--- src/rtl/serial3w_regport.sv ---
module serial3w_regport #(
  parameter int ADDR_W     = 5,
  parameter int DATA_W     = 8,
  parameter int BURST_LAST = 15,
  parameter int PROT_ADDR  = 7,
  parameter int SYNC_N     = 2
) (
  input  logic              clk,
  input  logic              rst_n,
  input  logic              ce_i,
  input  logic              sclk_i,
  input  logic              sdio_i,
  output logic              sdio_o,
  output logic              sdio_oe,
  input  logic              wp_i,
  output logic [ADDR_W-1:0] reg_addr_o,
  output logic [DATA_W-1:0] reg_wdata_o,
  output logic              reg_we_o,
  input  logic [DATA_W-1:0] reg_rdata_i
);

  localparam int CMD_W = ADDR_W + 3;
  localparam int MAXB  = (CMD_W > DATA_W) ? CMD_W : DATA_W;
  localparam int CNT_W = $clog2(MAXB);
  localparam logic [CNT_W-1:0]  CMD_LAST = CNT_W'(CMD_W - 1);
  localparam logic [CNT_W-1:0]  DAT_LAST = CNT_W'(DATA_W - 1);
  localparam logic [ADDR_W-1:0] BLAST    = ADDR_W'(BURST_LAST);
  localparam logic [ADDR_W-1:0] PADDR    = ADDR_W'(PROT_ADDR);
  localparam logic [ADDR_W-1:0] BCODE    = {ADDR_W{1'b1}};

  typedef enum logic [1:0] {PH_CMD, PH_WR, PH_RD, PH_HOLD} phase_t;

  logic [SYNC_N-1:0] ce_sy, ck_sy, di_sy;
  logic ck_d;

  always_ff @(posedge clk or negedge rst_n) begin
    if (!rst_n) begin
      ce_sy <= '0;
      ck_sy <= '0;
      di_sy <= '0;
      ck_d  <= 1'b0;
    end else begin
      ce_sy <= {ce_sy[SYNC_N-2:0], ce_i};
      ck_sy <= {ck_sy[SYNC_N-2:0], sclk_i};
      di_sy <= {di_sy[SYNC_N-2:0], sdio_i};
      ck_d  <= ck_sy[SYNC_N-1];
    end
  end

  wire ce_s = ce_sy[SYNC_N-1];
  wire ck_s = ck_sy[SYNC_N-1];
  wire di_s = di_sy[SYNC_N-1];
  wire rise = ce_s &  ck_s & ~ck_d;
  wire fall = ce_s & ~ck_s &  ck_d;

  phase_t            ph;
  logic [CNT_W-1:0]  cnt;
  logic [CMD_W-2:0]  cmd_sh;
  logic [DATA_W-2:0] dat_sh;
  logic [DATA_W-2:0] tx;
  logic [ADDR_W-1:0] addr_q, waddr_q;
  logic [DATA_W-1:0] wdat_q;
  logic              burst_q, spent_q, drive_q, sdo_q, we_q;

  wire [CMD_W-1:0]  cmd_full = {di_s, cmd_sh};
  wire              cmd_ok   = cmd_full[CMD_W-1] & ~cmd_full[CMD_W-2];
  wire [ADDR_W-1:0] cmd_adr  = cmd_full[ADDR_W:1];
  wire              cmd_rd   = cmd_full[0];
  wire              is_burst = (cmd_adr == BCODE);
  wire              wr_allow = ~wp_i | (addr_q == PADDR);

  always_ff @(posedge clk or negedge rst_n) begin
    if (!rst_n) begin
      ph <= PH_CMD; cnt <= '0; cmd_sh <= '0; dat_sh <= '0; tx <= '0;
      addr_q <= '0; waddr_q <= '0; wdat_q <= '0;
      burst_q <= 1'b0; spent_q <= 1'b0; drive_q <= 1'b0; sdo_q <= 1'b0; we_q <= 1'b0;
    end else if (!ce_s) begin
      ph <= PH_CMD; cnt <= '0; cmd_sh <= '0; dat_sh <= '0; tx <= '0;
      addr_q <= '0; burst_q <= 1'b0; spent_q <= 1'b0; drive_q <= 1'b0;
      sdo_q <= 1'b0; we_q <= 1'b0;
    end else begin
      we_q <= 1'b0;
      case (ph)
        PH_CMD: if (rise) begin
          cmd_sh <= cmd_full[CMD_W-1:1];
          if (cnt == CMD_LAST) begin
            cnt <= '0;
            if (!cmd_ok) ph <= PH_HOLD;
            else begin
              burst_q <= is_burst;
              addr_q  <= is_burst ? '0 : cmd_adr;
              ph      <= cmd_rd ? PH_RD : PH_WR;
            end
          end else cnt <= cnt + 1'b1;
        end
        PH_WR: if (rise) begin
          dat_sh <= {di_s, dat_sh[DATA_W-2:1]};
          if (cnt == DAT_LAST) begin
            cnt     <= '0;
            we_q    <= wr_allow;
            waddr_q <= addr_q;
            wdat_q  <= {di_s, dat_sh};
            if (!burst_q || addr_q == BLAST) ph <= PH_HOLD;
            else addr_q <= addr_q + 1'b1;
          end else cnt <= cnt + 1'b1;
        end
        PH_RD: if (fall) begin
          if (spent_q) drive_q <= 1'b0;
          else begin
            drive_q <= 1'b1;
            if (cnt == '0) begin
              sdo_q <= reg_rdata_i[0];
              tx    <= reg_rdata_i[DATA_W-1:1];
            end else begin
              sdo_q <= tx[0];
              tx    <= tx >> 1;
            end
            if (cnt == DAT_LAST) begin
              cnt <= '0;
              if (burst_q) begin
                if (addr_q == BLAST) spent_q <= 1'b1;
                else addr_q <= addr_q + 1'b1;
              end
            end else cnt <= cnt + 1'b1;
          end
        end
        default: ;
      endcase
    end
  end

  assign reg_we_o    = we_q;
  assign reg_wdata_o = wdat_q;
  assign reg_addr_o  = we_q ? waddr_q : addr_q;
  assign sdio_o      = sdo_q;
  assign sdio_oe     = ce_i & drive_q;


  we_pulse_chk: assert property (@(posedge clk) disable iff (!rst_n)
    reg_we_o |=> !reg_we_o);


  wp_block_chk: assert property (@(posedge clk) disable iff (!rst_n)
    reg_we_o |-> (!$past(wp_i) || reg_addr_o == PADDR));


  burst_range_chk: assert property (@(posedge clk) disable iff (!rst_n)
    (reg_we_o && burst_q) |-> (reg_addr_o <= BLAST));


  release_chk: assert property (@(posedge clk) disable iff (!rst_n)
    !ce_s |=> (!drive_q && !reg_we_o));


  oe_phase_chk: assert property (@(posedge clk) disable iff (!rst_n)
    sdio_oe |-> (ph == PH_RD));


  launch_edge_chk: assert property (@(posedge clk) disable iff (!rst_n)
    $rose(drive_q) |-> $past(fall));

endmodule

--- config.mk ---
export PLATFORM = sky130hd
export DESIGN_NAME = serial3w_regport
export DESIGN_NICKNAME = d
export VERILOG_FILES = /design/src/rtl/serial3w_regport.sv
export SDC_FILE = /design/constraint.sdc
export NUM_CORES = 1
export LEC_CHECK = 0
export ABC_AREA = 1
export BUFFER_PORTS_ARGS = -buffer_cell sky130_fd_sc_hd__buf_4
export CAP_MARGIN = 20
export CORE_MARGIN = 3
export CORE_UTILIZATION = 42
export CTS_CLUSTER_SIZE = 40
export DETAILED_ROUTE_END_ITERATION = 8
export PLACE_DENSITY_LB_ADDON = 0.1
export SLEW_MARGIN = 40
export SYNTH_ARGS = -nofsm -noshare
export SYNTH_HDL_FRONTEND = slang
export SYNTH_SLANG_ARGS = --single-unit
--- constraint.sdc ---
create_clock -name clk -period 4.7 [get_ports clk]
set_input_delay 0.705 -clock clk [delete_from_list [all_inputs] [get_ports clk]]
set_output_delay 0.705 -clock clk [all_outputs]
set_load 0.005 [all_outputs]
==> metrics.md <==
| Metric | Value |
|---|---|
| Remaining routing DRC violations | 0 |
| Crit-path max FO | 11 |
| Final cycle utilization of the critical path | 40.0% |
| Place WS | 2.86 ns |
| Sequence of cells on the critical path | o21ai_0 > buf_4 |
| Die Area | around 0.0077 mm2 |
| Vias | approximately 2200 |
| Worst path buffer plus inverter count | 1 |
| Drt total wl | about 5400 um |
| Fin. Hold Viols | 0 |
| Status | finished clean |
| RSZ-0062 raised after global routing | no |
| Top-count cell post-synth | nand2_1 |
| Post-synth EDFFs | 0 |
| Worst endpoint data arrival time | 1.18 ns |
| Setup crit start kind | flop |
| GRT Overall Usage | 15.1% |
| Area leader, netlist | dfrtp_1 |
| Post-synth top cells | nand2_1 (94), dfrtp_1 (56), inv_1 (37) |
| IO Count | 30 |
| Slew at the pin with the worst max-slew slack | 0.693 ns |
| Main synth FF type | dfrtp_1 |
| Postcts setup bufs | 0 |
| Top cell type's share of synthesized area | between 40% and 50% |
| Clk pwr share | 24.6% |
| Int Pwr | 834 uW |
| Antenna Nets Post-Route | 0 |
| Sequential share of the synthesized area | 49.8% |
| Clock transition at path regs | 0.10 ns |
| Hold crit path type | flop to flop |
| Synth Instances | 330 |
| Core Box Area | between 0.006 and 0.007 mm2 |
| Sw frac | 34.8% |
| Final worst slack | 2.82 ns |
| Antenna diodes | 0 |
| Placed cell count | between 400 and 500 |
| Cts hold-fix bufs | 0 |
| GR Overflow Total | 0 |
| Row Count | 29 |
| Total net switching power | approximately 450 uW |
| DRT iter0 DRCs | 82 |
| Async S/R FF share, synth | 100% |
| Synthesized Nets | 352 |
| CTS H-Tree Depth | 2 |
| # setup viols final | 0 |
| Clk buf depth | 2 |
| WL/cell | 12.5 um |
| CP Class | flop to primary output |
| Required time of the critical path | 3.99 ns |
| Worst stage delay on the critical path | 0.49 ns |
| Area growth from synthesis to layout | 11.3% |
| Combinational fraction of design power | between 20% and 30% |
| Max-cap violations | 0 |
| Syn. warnings | 0 |
| Worst hold path cell count | 0 |
| Dpl hpwl | between 3000 and 4000 um |
| Max Freq | 531 MHz |
| Inserted Clock Buffers | 5 |
| Rel. slew slack | 53.8% |
| Clock Latency Late Sink | 0.31 ns |
| Netlist area before placement | ~0.0028 mm2 |
| First-pass GRT wire length | 9310 um |
| Post-CTS sizing | 0 |
| Crit. path cell count | 2 |
| Area contributors post-synth | dfrtp_1 (50%), nand2_1 (13%), o21ai_0 (5.5%) |
| CP Capture Type | primary output |
| Synthesis-stage register bit count | 56 |
| Final nets | between 300 and 400 |
| Static Leak | 1.49 nW |
| Pin count of the biggest net entering global routing | 57 |
| Layout Utilization | 48.8% |
| CTS root buf | clkbuf_8 |
| Fin. max-slew vios | 0 |
| Share of layout cells above drive strength 1 | 16.6% |
| Seq pwr share | between 40% and 50% |
| Worst VDD drop | 0.181 mV |
| Vias/cell | 5.03 |
| Syn Area/Cell | 8.53 um2 |
| Hold Slack | 0.356 ns |
| Setup_tns | 0 ns |
| Die Y | about 90 um |
| Layout Skew | 0.00816 ns |
| Cell Pwr Density | 408 mW/mm2 |
| PortBufs | 29 |
| Die Wd | between 80 and 90 um |
| RePlAce Congestion | ~0.84 |
| CP max stage cell | dfrtp_1 |
| Synth cell types | 32 |
| CP delay by family, top | flip-flops |
| Reg2Reg Depth | 12 |
| Drt first pass iters | 4 |
| Initial core utilization | 43.8% |
| CTS Sinks | 56 |
| TritonCTS clock tree | built |
| Final min period | approximately 1.9 ns |
| Initial antenna violation count | 0 |
| Vias in the first global route | ~2000 |
| Non-Filler Instances | 433 |
[area by class of cell]
type	instances	area [um2]
clock buffer	6	72.6
clock inverter	2	35.0
fill	646	3290
inverter	42	161
multi-input combinational	221	1150
sequential	56	1400
tap	77	96.3
timing repair buffer	29	218
[final timing paths]
| kind | from | to | slack, ns |
|---|---|---|---|
| min in group asynchronous | rst_n | tx[4] | 0.43 |
| hold / removal | ck_sy[0] | ck_sy[1] | 0.36 |
| setup reg to reg | addr_q[0] | addr_q[0] | 2.84 |
| max in group asynchronous | rst_n | ce_sy[1] | 3.77 |
| hold reg to reg | ck_sy[0] | ck_sy[1] | 0.36 |
| setup / recovery | reg_we_o | reg_addr_o[3] | 2.82 |
[kinds of logic after synthesis]
logic type | synth area share (%)
and+or+nand+nor | 23.4
AOI/OAI and AO/OA | 13.8
DFF | 49.8
buffers and inverters | 9.47
adders and majority gates | 3.56
[placed cells by master (no fill, tap or decap)]
master / count
o21ai_0: 31
nand2_1: 94
clkbuf_1: 1
a22oi_2: 1
inv_4: 1
o21ai_4: 1
clkinv_1: 1
nand4_1: 4
o211ai_2: 2
clkinv_2: 2
bufinv_16: 1
buf_4: 29
o21ai_1: 12
nor2_4: 2
ha_1: 8
nand3_4: 1
clkbuf_8: 5
inv_2: 2
dfrtp_1: 55
nand2_2: 5
a21oi_1: 11
nand3_2: 3
nor2_2: 1
dfrtp_2: 1
o31ai_1: 4
o22ai_1: 3
nand3_1: 24
a31oi_1: 1
inv_1: 37
a21oi_2: 1
nand4_2: 1
nor2_1: 11
[power by group through the flow]
stage / sequential (mW) / clock, mW / combinational (mW)
4_1_cts: 0.584 / 0.323 / 0.386
3_3_place_gp: 0.592 / 0 / 0.383
2_1_floorplan: 0.578 / 0 / 0.301
3_5_place_dp: 0.594 / 0 / 0.383
5_1_grt: 0.593 / 0.338 / 0.445
6_report: 0.584 / 0.314 / 0.381
[per-stage QoR]
stage | power, mW | instance area (um2)
after detailed placement | 0.977 | 3030
after global placement | 0.976 | 3020
final | 1.28 | 3130
after CTS | 1.29 | 3130
after floorplan | 0.879 | 2820
after global routing | 1.38 | 3130
[routing by layer]
| metal | share of wire [%] | vias up | global-route usage [%] |
|---|---|---|---|
| met1 | 50 | 1023 | 20.8 |
| li1 | - | 1118 | - |
| met4 | 1.2 | 0 | 4.46 |
| met2 | 45 | 32 | 24.2 |
| met5 | 0 | - | 0 |
| met3 | 3.1 | 7 | 2.92 |
[flip-flops by register name (all words and copies together), names as in the netlist, 2 cells and up]
signal and flops:
reg_wdata_o 8, cmd_sh 7, dat_sh 7, tx 7, addr_q 5, waddr_q 5, cnt 3, ce_sy 2
ck_sy 2, di_sy 2, ph 2
(Power assumes the default switching activity.)
